$ cat src/rtl/ber_pkg.sv
package ber_pkg;
  localparam int ACC_W   = 19;
  localparam int WIN_W   = 20;
  localparam int DEC_W   = 15;
  localparam int ERR_W   = 4;
  localparam int NUM_ENG = 2;

  // strobes from window control to the accumulator datapath
  typedef struct packed {
    logic countErr;  // a frame is being monitored this cycle
    logic winEnd;    // this frame closes the window
  } winStrobe_t;
endpackage

$ cat src/rtl/ber_window_ctrl.sv
module ber_window_ctrl
  import ber_pkg::*;
#(
  parameter int WW = WIN_W
) (
  input  logic          clk,
  input  logic          rstN,
  input  logic          frameStrobe,
  input  logic          framingAlarm,
  input  logic [WW-1:0] winLen,
  output winStrobe_t    strb
);
  logic [WW-1:0] frameCnt;
  logic [WW:0]   nextCount;
  logic          lastFrame;

  assign nextCount = {1'b0, frameCnt} + {{WW{1'b0}}, 1'b1};
  // a zero length compares as complete on every frame, acting like one
  assign lastFrame = nextCount >= {1'b0, winLen};

  always_comb begin
    strb.countErr = frameStrobe & ~framingAlarm;
    strb.winEnd   = frameStrobe & ~framingAlarm & lastFrame;
  end

  always_ff @(posedge clk) begin
    if (!rstN)
      frameCnt <= '0;
    else if (framingAlarm)
      frameCnt <= '0;
    else if (frameStrobe)
      frameCnt <= lastFrame ? '0 : nextCount[WW-1:0];
  end

  a_r6_counter_restarts: assert property (@(posedge clk) disable iff (!rstN)
    framingAlarm |=> frameCnt == '0);

  a_r2_end_resets_count: assert property (@(posedge clk) disable iff (!rstN)
    strb.winEnd |=> frameCnt == '0);
endmodule

$ cat src/rtl/ber_accum_path.sv
module ber_accum_path
  import ber_pkg::*;
#(
  parameter int AW = ACC_W,
  parameter int DW = DEC_W,
  parameter int EW = ERR_W
) (
  input  logic          clk,
  input  logic          rstN,
  input  winStrobe_t    strb,
  input  logic [EW-1:0] errIn,
  input  logic [AW-1:0] setThr,
  input  logic [AW-1:0] clrThr,
  input  logic [DW-1:0] decVal,
  input  logic          rateMode,
  output logic          alarm,
  output logic          alarmEvt
);
  localparam logic [AW-1:0] ACC_MAX = '1;

  logic [AW-1:0] acc;
  logic [AW:0]   sumWide;
  logic [AW-1:0] total;
  logic [AW-1:0] decWide;
  logic [AW-1:0] accAfter;
  logic          alarmNext;

  assign sumWide = {1'b0, acc} + {{(AW+1-EW){1'b0}}, errIn};
  assign total   = sumWide[AW] ? ACC_MAX : sumWide[AW-1:0];
  assign decWide = {{(AW-DW){1'b0}}, decVal};

  always_comb begin
    if (rateMode) begin
      alarmNext = total >= setThr;
      accAfter  = '0;
    end else begin
      alarmNext = alarm ? (total >= clrThr) : (total >= setThr);
      accAfter  = (total >= decWide) ? (total - decWide) : '0;
    end
  end

  assign alarmEvt = strb.winEnd & (alarmNext != alarm);

  always_ff @(posedge clk) begin
    if (!rstN) begin
      acc   <= '0;
      alarm <= 1'b0;
    end else if (strb.countErr) begin
      acc <= strb.winEnd ? accAfter : total;
      if (strb.winEnd)
        alarm <= alarmNext;
    end
  end

  a_r3_alarm_moves_at_window_end: assert property (@(posedge clk) disable iff (!rstN)
    !strb.winEnd |=> $stable(alarm));

  a_r5_rate_zeroes: assert property (@(posedge clk) disable iff (!rstN)
    (strb.winEnd && rateMode) |=> acc == '0);

  a_r4_no_wrap_between_ends: assert property (@(posedge clk) disable iff (!rstN)
    !strb.winEnd |=> acc >= $past(acc));

  a_r6_idle_holds: assert property (@(posedge clk) disable iff (!rstN)
    !strb.countErr |=> $stable(acc));
endmodule

$ cat src/rtl/ber_status_regs.sv
module ber_status_regs #(
  parameter int N = 2
) (
  input  logic         clk,
  input  logic         rstN,
  input  logic [N-1:0] setEvt,
  input  logic         clrOnRead,
  input  logic         statRead,
  input  logic         statWrite,
  input  logic [N-1:0] statWdata,
  input  logic [N-1:0] intMask,
  output logic [N-1:0] status,
  output logic         irq
);
  for (genvar i = 0; i < N; i++) begin : g_bit
    logic clrReq;
    assign clrReq = clrOnRead ? statRead : (statWrite & statWdata[i]);

    always_ff @(posedge clk) begin
      if (!rstN)
        status[i] <= 1'b0;
      else if (setEvt[i])
        status[i] <= 1'b1;
      else if (clrReq)
        status[i] <= 1'b0;
    end

    a_r7_event_sets: assert property (@(posedge clk) disable iff (!rstN)
      setEvt[i] |=> status[i]);

    a_r10_read_clears: assert property (@(posedge clk) disable iff (!rstN)
      (clrOnRead && statRead && !setEvt[i]) |=> !status[i]);

    a_r9_read_ignored: assert property (@(posedge clk) disable iff (!rstN)
      (!clrOnRead && !statWrite && status[i]) |=> status[i]);
  end

  assign irq = |(status & ~intMask);

  always_comb begin
    a_r8_irq_gate: assert (irq == (status != '0 && (status & ~intMask) != '0));
  end
endmodule

$ cat src/rtl/ber_alarm_monitor.sv
module ber_alarm_monitor
  import ber_pkg::*;
(
  input  logic             clk,
  input  logic             rstN,
  input  logic             frameStrobe,
  input  logic [ERR_W-1:0] errCntA,
  input  logic [ERR_W-1:0] errCntB,
  input  logic             losIn,
  input  logic             lofIn,
  input  logic             sefIn,
  input  logic             srcSel,
  input  logic             rateMode,
  input  logic             clrOnRead,
  input  logic [WIN_W-1:0] sdWindow,
  input  logic [ACC_W-1:0] sdSetThr,
  input  logic [ACC_W-1:0] sdClrThr,
  input  logic [DEC_W-1:0] sdDec,
  input  logic [WIN_W-1:0] sfWindow,
  input  logic [ACC_W-1:0] sfSetThr,
  input  logic [ACC_W-1:0] sfClrThr,
  input  logic [DEC_W-1:0] sfDec,
  input  logic [NUM_ENG-1:0] intMask,
  input  logic             statRead,
  input  logic             statWrite,
  input  logic [NUM_ENG-1:0] statWdata,
  output logic             sdAlarm,
  output logic             sfAlarm,
  output logic [NUM_ENG-1:0] status,
  output logic             irq
);
  logic             framingAlarm;
  logic [ERR_W-1:0] errSel;
  logic [NUM_ENG-1:0] alarmVec;
  logic [NUM_ENG-1:0] evtVec;

  assign framingAlarm = losIn | lofIn | sefIn;
  assign errSel       = srcSel ? errCntB : errCntA;

  for (genvar g = 0; g < NUM_ENG; g++) begin : g_eng
    winStrobe_t strb;

    ber_window_ctrl #(.WW(WIN_W)) u_ctrl (
      .clk          (clk),
      .rstN         (rstN),
      .frameStrobe  (frameStrobe),
      .framingAlarm (framingAlarm),
      .winLen       (g == 0 ? sdWindow : sfWindow),
      .strb         (strb)
    );

    ber_accum_path #(.AW(ACC_W), .DW(DEC_W), .EW(ERR_W)) u_path (
      .clk      (clk),
      .rstN     (rstN),
      .strb     (strb),
      .errIn    (errSel),
      .setThr   (g == 0 ? sdSetThr : sfSetThr),
      .clrThr   (g == 0 ? sdClrThr : sfClrThr),
      .decVal   (g == 0 ? sdDec : sfDec),
      .rateMode (rateMode),
      .alarm    (alarmVec[g]),
      .alarmEvt (evtVec[g])
    );
  end

  ber_status_regs #(.N(NUM_ENG)) u_status (
    .clk       (clk),
    .rstN      (rstN),
    .setEvt    (evtVec),
    .clrOnRead (clrOnRead),
    .statRead  (statRead),
    .statWrite (statWrite),
    .statWdata (statWdata),
    .intMask   (intMask),
    .status    (status),
    .irq       (irq)
  );

  assign sdAlarm = alarmVec[0];
  assign sfAlarm = alarmVec[1];

  a_r7_status_tracks_change: assert property (@(posedge clk) disable iff (!rstN)
    (sdAlarm != $past(sdAlarm)) |-> status[0]);
endmodule

$ cat config.mk
export PLATFORM = sky130hd
export DESIGN_NAME = ber_alarm_monitor
export DESIGN_NICKNAME = d
export VERILOG_FILES = /design/src/rtl/ber_pkg.sv /design/src/rtl/ber_window_ctrl.sv /design/src/rtl/ber_accum_path.sv /design/src/rtl/ber_status_regs.sv /design/src/rtl/ber_alarm_monitor.sv
export SDC_FILE = /design/constraint.sdc
export NUM_CORES = 1
export LEC_CHECK = 0
export BUFFER_PORTS_ARGS = -buffer_cell sky130_fd_sc_hd__buf_2
export CORE_MARGIN = 5
export CORE_UTILIZATION = 50
export CTS_CLUSTER_DIAMETER = 120
export CTS_CLUSTER_SIZE = 14
export DETAILED_ROUTE_END_ITERATION = 12
export HOLD_SLACK_MARGIN = 0.08
export PLACE_DENSITY_LB_ADDON = 0.1
export SLEW_MARGIN = 20
export SYNTH_ARGS = -nofsm -noshare
export SYNTH_HDL_FRONTEND = slang
export SYNTH_SLANG_ARGS = --single-unit
$ cat constraint.sdc
create_clock -name clk -period 4.4 [get_ports clk]
set_input_delay 0.22 -clock clk [delete_from_list [all_inputs] [get_ports clk]]
set_output_delay 0.22 -clock clk [all_outputs]
set_load 0.05 [all_outputs]
Word level (Yosys, flattened, before mapping)
Index checks and enable logic that the tools add are counted.
{"block": "totals", "ff_bits": 82, "in_bits": 169, "out_inout_bits": 5, "elab_cells": 64}
{"block": "classes", "add_sub_neg": 6, "order_cmp": 8, "n_eq_ne": 2, "mux": 21, "bitwise_logic": 13, "reduce_logical": 6}
{"operator": "$mux 19", "n": 8}
{"operator": "$ge 19x19->1", "n": 4}
{"operator": "$add 20x1->21 const B", "n": 2}
{"operator": "$ge 21x20->1", "n": 2}
{"operator": "$add 19x4->20", "n": 2}
{"operator": "$mux 20", "n": 2}
{"operator": "$ge 19x15->1", "n": 2}
{"operator": "$sub 19x15->19", "n": 2}
{"operator": "$mux 1", "n": 10}
{"operator": "$and 1x1->1", "n": 7}
{"operator": "$mux 4", "n": 1}
{"operator": "$reduce_and 2->1", "n": 2}
{"operator": "$reduce_bool 2->1", "n": 2}
{"operator": "$reduce_or 2->1", "n": 2}
{"operator": "$and 2x2->2", "n": 1}
{"operator": "$ne 1x1->1", "n": 2}
{"operator": "$not 1->1", "n": 2}
{"operator": "$not 2->2", "n": 1}
{"operator": "$or 1x1->1", "n": 2}

Logic depth before layout (Yosys ltp)
{"block": "logic_depth", "depth_word": 9, "depth_mapped": 19, "ltp_nobuf": 18}

Modules after synthesis
Synthesis repeated with hierarchy kept, for this count alone.
{"block": "hier_totals", "cells_unflattened": 1396, "area_unflattened_um2": 10485.1}
{"module": "ber_window_ctrl", "instances": 2, "cells_per_inst": 235, "area_each_um2": 1806.7, "seq_area_each_um2": 400.4}
{"module": "ber_accum_path (g_eng[0].u_path)", "instances": 1, "cells_per_inst": 460, "area_each_um2": 3373.2, "seq_area_each_um2": 400.4}
{"module": "ber_accum_path (g_eng[1].u_path)", "instances": 1, "cells_per_inst": 451, "area_each_um2": 3334.4, "seq_area_each_um2": 400.4}
{"module": "ber_status_regs", "instances": 1, "cells_per_inst": 10, "area_each_um2": 112.6, "seq_area_each_um2": 40.0}
{"module": "ber_alarm_monitor", "instances": 1, "cells_per_inst": 5, "area_each_um2": 51.3, "seq_area_each_um2": 0.0}

Least setup slack after synthesis
OpenSTA, ideal clock, no wires.
{"block": "synth_timing", "path_kind": "in2reg", "start": "input port srcSel", "end": "register g_eng[0].u_path.acc[13]", "setup_time_ps": 123, "arrival_ps": 4353, "t_required_ps": 4277, "setup_slack_ps": -76, "cell_stages": 19, "n_path_buf": 3, "path_cell_list": "mux2_2 ha_1 a211oi_1 o21bai_1 and2_1 clkbuf_1 nand2b_1 clkbuf_1 nand2_1 ha_1 a21oi_1 nand2_1 a211o_1 a21o_1 o41ai_4 or3_1 buf_2 nor2_1 a221o_2"}
{"block": "synth_between", "elab_chain_len": 7, "word_cells_on_any_way": 8, "classes_between": "2 x add/sub; 1 x order compare; 5 x mux"}
{"item": "start, declared", "line_no": "ber_alarm_monitor.sv:12", "rtl": "input logic srcSel,"}
{"item": "$mux 4 (*)", "line_no": "ber_alarm_monitor.sv:38", "rtl": "assign errSel = srcSel ? errCntB : errCntA;"}
{"item": "$add 19x4->20 (*)", "line_no": "ber_accum_path.sv:28", "rtl": "assign sumWide = {1'b0, acc} + {{(AW+1-EW){1'b0}}, errIn};"}
{"item": "$mux 19 (*)", "line_no": "ber_accum_path.sv:29", "rtl": "assign total = sumWide[AW] ? ACC_MAX : sumWide[AW-1:0];"}
{"item": "$sub 19x15->19 / $ge 19x15->1 (equally long branches)", "line_no": "ber_accum_path.sv:38", "rtl": "accAfter = (total >= decWide) ? (total - decWide) : '0;"}
{"item": "$mux 19", "line_no": "ber_accum_path.sv:38"}
{"item": "$mux 19", "line_no": "ber_accum_path.sv:33", "rtl": "if (rateMode) begin"}
{"item": "$mux 19 (*)", "line_no": "ber_accum_path.sv:49", "rtl": "acc <= strb.winEnd ? accAfter : total;"}
{"item": "end signal, assigned", "line_no": "ber_accum_path.sv:49"}
{"item": "end, declared", "line_no": "ber_accum_path.sv:21", "rtl": "logic [AW-1:0] acc;"}
Every way passes the cells marked *; elsewhere a longest branch is shown, timed or not.
A chain may end at the register's enable or synchronous reset.

Final worst setup path
{"block": "layout_timing", "start": "input port srcSel", "end": "register u_status.status[1]"}
{"block": "layout_between", "elab_chain_len": 9, "word_cells_on_any_way": 11, "classes_between": "1 x add/sub; 2 x order compare; 1 x eq/ne; 5 x mux; 1 x bitwise; 1 x reduce/logical"}
{"item": "$mux 4 (*)", "line_no": "ber_alarm_monitor.sv:38"}
{"item": "$add 19x4->20 (*)", "line_no": "ber_accum_path.sv:28"}
{"item": "$mux 19 (*)", "line_no": "ber_accum_path.sv:29"}
{"item": "$ge 19x19->1, on equally long branches", "line_no": "ber_accum_path.sv:34, ber_accum_path.sv:37"}
{"item": "$mux 1", "line_no": "ber_accum_path.sv:37", "rtl": "alarmNext = alarm ? (total >= clrThr) : (total >= setThr);"}
{"item": "$mux 1 (*)", "line_no": "ber_accum_path.sv:33"}
{"item": "$ne 1x1->1 (*)", "line_no": "ber_accum_path.sv:42", "rtl": "assign alarmEvt = strb.winEnd & (alarmNext != alarm);"}
{"item": "$and 1x1->1 (*)", "line_no": "ber_accum_path.sv:42"}
{"item": "$mux 1 / $reduce_bool 2->1 (equally long branches)"}
{"item": "end signal, assigned by index", "line_no": "ber_status_regs.sv:21", "rtl": "status[i] <= 1'b0;"}
{"item": "end signal, assigned by index", "line_no": "ber_status_regs.sv:23", "rtl": "status[i] <= 1'b1;"}
{"item": "end signal, assigned by index", "line_no": "ber_status_regs.sv:25", "rtl": "status[i] <= 1'b0;"}
{"item": "end, declared", "line_no": "ber_status_regs.sv:12", "rtl": "output logic [N-1:0] status,"}
Marks and branches as above.

==> results.txt <==
----------------------------------------------------
[Run status]
  Run status ... complete, no violations

[Worst setup path]
  CP Max Fanout ... 5
  Register-to-register setup slack ... 0.16 ns
  Critical Path Source Type ... input port
  FF-to-FF path depth ... 13
  Crit path arrival time ... 4.55 ns
  Worst Setup End Kind ... flip-flop
  Worst setup path category ... input port to flip-flop
  Reg-to-Reg End ... u_status.status[1]
  CP Data Required Time ... 4.67 ns
  Startpoint of the worst register-to-register path ... g_eng[1].u_path.acc[3]

[CTS]
  Clk slew on worst S/H paths ... 0.06 ns
  TritonCTS sink count ... 82
  Max H-tree Level ... 3
  Setup bufs post-CTS ... 0
  CTS buffer count ... 9
  Clock Root Buffer ... sky130_fd_sc_hd__clkbuf_16
  Clock tree from TritonCTS ... yes
  Latest clock arrival within the worst-skew pair ... 0.35 ns
  Max Buffers Root-to-Sink ... 2

[Final layout]
  Core occupancy in the finished layout ... 59.8%
  Number of nets in the finished design ... 1864
  Fraction of final layout cells with drive strength greater than 1 ... 18.4%
  Growth of design area from synthesis to finish ... 18.5%
  Seq. cell area ... 1640 um2
  Area occupied by multi-input gates ... 7350 um2
  Number of diodes added for antenna fixing ... 0
  Fill count ... 1876

[Drt]
  Routed WL per cell ... 14.5 um
  DRC violations left ... 0
  Vias post-DR ... 9855
  Wire length reported by the detailed router ... 26200 um
  Routed vias/inst ... 5.46
  Post-route antenna net violation count ... 0
  Iteration-0 DRC Markers ... 733
  DRT Pass-1 Iters ... 5

[Run]
  Max capacitance violation total ... 0

[Timing]
  Slew HR ... 46.8%
  Hold Vio Cnt, Final ... 0
  Final period demand of the worst path ... 4.28 ns
  Final setup viols ... 0
  Setup slack of the critical path after layout ... 0.122 ns
  Final clock period utilization by the worst path ... 97.2%
  Unrepaired setup endpoints after global routing ... false
  Pin slew with the least headroom to its limit ... 0.796 ns
  FMAX ... 234 MHz
  Worst Clk Skew ... 0.0109 ns
  Number of max-slew violations in the final report ... 0

[GRT]
  Met3 layer usage reported by global route ... 3.09%
  Global Route Usage Sum ... 23.1%
  Global route hottest layer ... met2
  Number of antenna violations at the first check in global routing ... 0
  Met2 GRT Util ... 38.7%
  Met1 track demand over resource ... 31.8%
  Global-route wire length before repair ... 43300 um
  Via count of the first global-routing pass ... 9432
  Aggregate global routing overflow ... 0
  Largest net degree at the start of global routing ... 46

[Placement]
  Routability cong. ... 0.930
  Place WS ... -0.229 ns
  HPWL reported at the end of detailed placement ... 21200 um
  Number of I/O port buffers ... 173

[Power]
  Power per standard cell area ... 183 nW/um2
  Maximum vdd drop ... 0.180 mV
  Leak Pwr ... 5.92 nW

[Die]
  Count of standard-cell rows ... 51
  Horiz. Die Dim ... 150 um
  Number of placed I/O pins ... 174
  Starting density of the core ... 50.5%
  Die Outline Area ... 22400 um2
  Chip Height ... 150 um
  Core region area ... 19300 um2

[Synthesis]
  Share of async-settable or async-resettable flops after synthesis ... 0%
  Yosys warning total ... 0
  Synth Cell Area ... 9760 um2
  Largest cells by area after synthesis ... sky130_fd_sc_hd__ha_1, sky130_fd_sc_hd__dfxtp_1, sky130_fd_sc_hd__a21oi_1, sky130_fd_sc_hd__inv_1, sky130_fd_sc_hd__nand2_1
  Number of distinct library cells after synthesis ... 74
  Sequential fraction of the synthesis area ... 16.8%
  Number of flops mapped to enable cells by yosys ... 0
  Top cell type by total area after synthesis ... sky130_fd_sc_hd__ha_1
  Net Count, Synth ... 1663
  Average size of a mapped cell ... 7.32 um2
  Post-Syn Instances ... 1334
  Prevailing post-synth register cell ... sky130_fd_sc_hd__dfxtp_1
  Commonest cells in the netlist ... sky130_fd_sc_hd__inv_1, sky130_fd_sc_hd__ha_1, sky130_fd_sc_hd__a21oi_1
  Total of flip-flops plus latches after synthesis ... 82
  Yosys top cell area share ... 20.0%
  Most frequently used cell type in the post-synthesis netlist ... sky130_fd_sc_hd__inv_1

[Hold path]
  Classification of the worst-slack hold path ... input port to flip-flop
  Start point of the worst min-delay path ... statWdata[1]
  Hold Path Cell Cnt ... 4
  Terminating pin of the worst hold path ... u_status.status[1]

----------------------------------------------------
-- state kept, by name, summed over array words and instances (netlist names) --
register               flops
g_eng.u_ctrl.frameCnt     40
g_eng.u_path.acc          38
g_eng.u_path.alarm         2
u_status.status            2
-- worst max path at each step --
stage / end / slack, ns / depth (start not counted) / from
floorplan: g_eng[0].u_path.acc[13] / 0.06 / 18 / srcSel
global placement: u_status.status[1] / -0.17 / 15 / srcSel
detailed placement: u_status.status[1] / -0.23 / 15 / srcSel
CTS: u_status.status[1] / 0.14 / 15 / srcSel
global route: g_eng[0].u_path.acc[14] / 0.0009 / 17 / srcSel
finish: u_status.status[1] / 0.12 / 15 / srcSel
-- per-stage QoR --
| stage | hold WS (ns) | power, mW | TNS, ns | cells | area, um2 |
|---|---|---|---|---|---|
| after global placement | 0.474 | 1.33 | -0.178 | 1789 | 11200 |
| after global routing | 0.211 | 2.24 | 0 | 1805 | 11600 |
| final | 0.183 | 2.12 | 0 | 1805 | 11600 |
| after CTS | 0.195 | 2.13 | 0 | 1805 | 11600 |
| after floorplan | 0.404 | 1.13 | 0 | 1334 | 9760 |
| after detailed placement | 0.480 | 1.33 | -0.344 | 1789 | 11200 |
-- report_power, final --
group          internal, mW  switching (mW)  leakage (nW)
Sequential            0.751          0.0118         0.662
Combinational         0.259           0.301          5.11
Clock                 0.462           0.337         0.147
Total                  1.47           0.649          5.92
-- routing by layer --
metal / share of wire (%) / vias up
li1: - / 5156
met2: 45 / 268
met4: 1.4 / 0
met5: 0 / -
met1: 48 / 4404
met3: 5.6 / 27
-- worst max-delay path, stage by stage --
cell,delay (ns)
sky130_fd_sc_hd__buf_2,0.13
sky130_fd_sc_hd__mux2_2,0.36
sky130_fd_sc_hd__ha_1,0.33
sky130_fd_sc_hd__o21ai_0,0.15
sky130_fd_sc_hd__o21ba_2,0.25
sky130_fd_sc_hd__nor4_1,0.45
sky130_fd_sc_hd__mux2_2,0.45
sky130_fd_sc_hd__ha_1,0.30
sky130_fd_sc_hd__a21o_1,0.18
sky130_fd_sc_hd__a2111oi_0,0.68
sky130_fd_sc_hd__nand3_1,0.19
sky130_fd_sc_hd__a311oi_1,0.34
sky130_fd_sc_hd__nor3_1,0.15
sky130_fd_sc_hd__xnor2_1,0.17
sky130_fd_sc_hd__o31ai_1,0.19
-- layout by cell type, fill, tap and decap left out, types with 8 or more instances in the layout --
| cell type | count |
|---|---|
| sky130_fd_sc_hd__buf_2 | 173 |
| sky130_fd_sc_hd__inv_1 | 160 |
| sky130_fd_sc_hd__ha_1 | 156 |
| sky130_fd_sc_hd__a21oi_1 | 120 |
| sky130_fd_sc_hd__nand2_1 | 115 |
| sky130_fd_sc_hd__o21ai_0 | 84 |
| sky130_fd_sc_hd__nor2_1 | 83 |
| sky130_fd_sc_hd__dfxtp_1 | 82 |
| sky130_fd_sc_hd__nand3_1 | 74 |
| sky130_fd_sc_hd__buf_4 | 61 |
| sky130_fd_sc_hd__xnor2_1 | 48 |
| sky130_fd_sc_hd__xor2_1 | 35 |
| sky130_fd_sc_hd__a21o_1 | 35 |
| sky130_fd_sc_hd__nand4_1 | 31 |
| sky130_fd_sc_hd__and3_1 | 24 |
| sky130_fd_sc_hd__nor3_1 | 19 |
| sky130_fd_sc_hd__o21a_1 | 17 |
| sky130_fd_sc_hd__nand3b_1 | 16 |
| sky130_fd_sc_hd__nand2b_1 | 12 |
| sky130_fd_sc_hd__a211oi_1 | 10 |
| sky130_fd_sc_hd__nor2b_1 | 10 |
| sky130_fd_sc_hd__a31oi_1 | 10 |
| sky130_fd_sc_hd__a22oi_1 | 10 |
| sky130_fd_sc_hd__clkbuf_16 | 9 |
| sky130_fd_sc_hd__and2_1 | 8 |
| sky130_fd_sc_hd__nor4_1 | 8 |
| sky130_fd_sc_hd__mux2_2 | 8 |
| sky130_fd_sc_hd__o31ai_1 | 8 |
-- kinds of logic (layout without fill, tap and decap cells) --
| kind of cell | count (synthesis) | in the layout | share of synthesized area (%) |
|---|---|---|---|
| AND/OR/NAND/NOR | 430 | 430 | 22.0 |
| multiplexers | 10 | 10 | 1.13 |
| buffers and inverters | 205 | 411 | 8.04 |
| flip-flops | 82 | 82 | 16.8 |
| XOR/XNOR | 83 | 83 | 7.45 |
| AO/OA/AOI/OAI | 364 | 364 | 23.8 |
| adder cells (fa/ha/maj) | 160 | 160 | 20.8 |
-- cell type report --
type | count | area share (%)
inverter | 161 | 5.22
multi-input combinational | 1047 | 63.6
clock inverter | 6 | 0.638
tap | 265 | 2.87
timing repair buffer | 234 | 11.4
clock buffer | 10 | 2.07
sequential | 82 | 14.2
-- timing repair --
item	in CTS	in global routing
gates resized for setup	0	3
setup endpoints to repair	0	8
hold buffers	0	0
No activity file was read; power rests on OpenSTA's default activity.
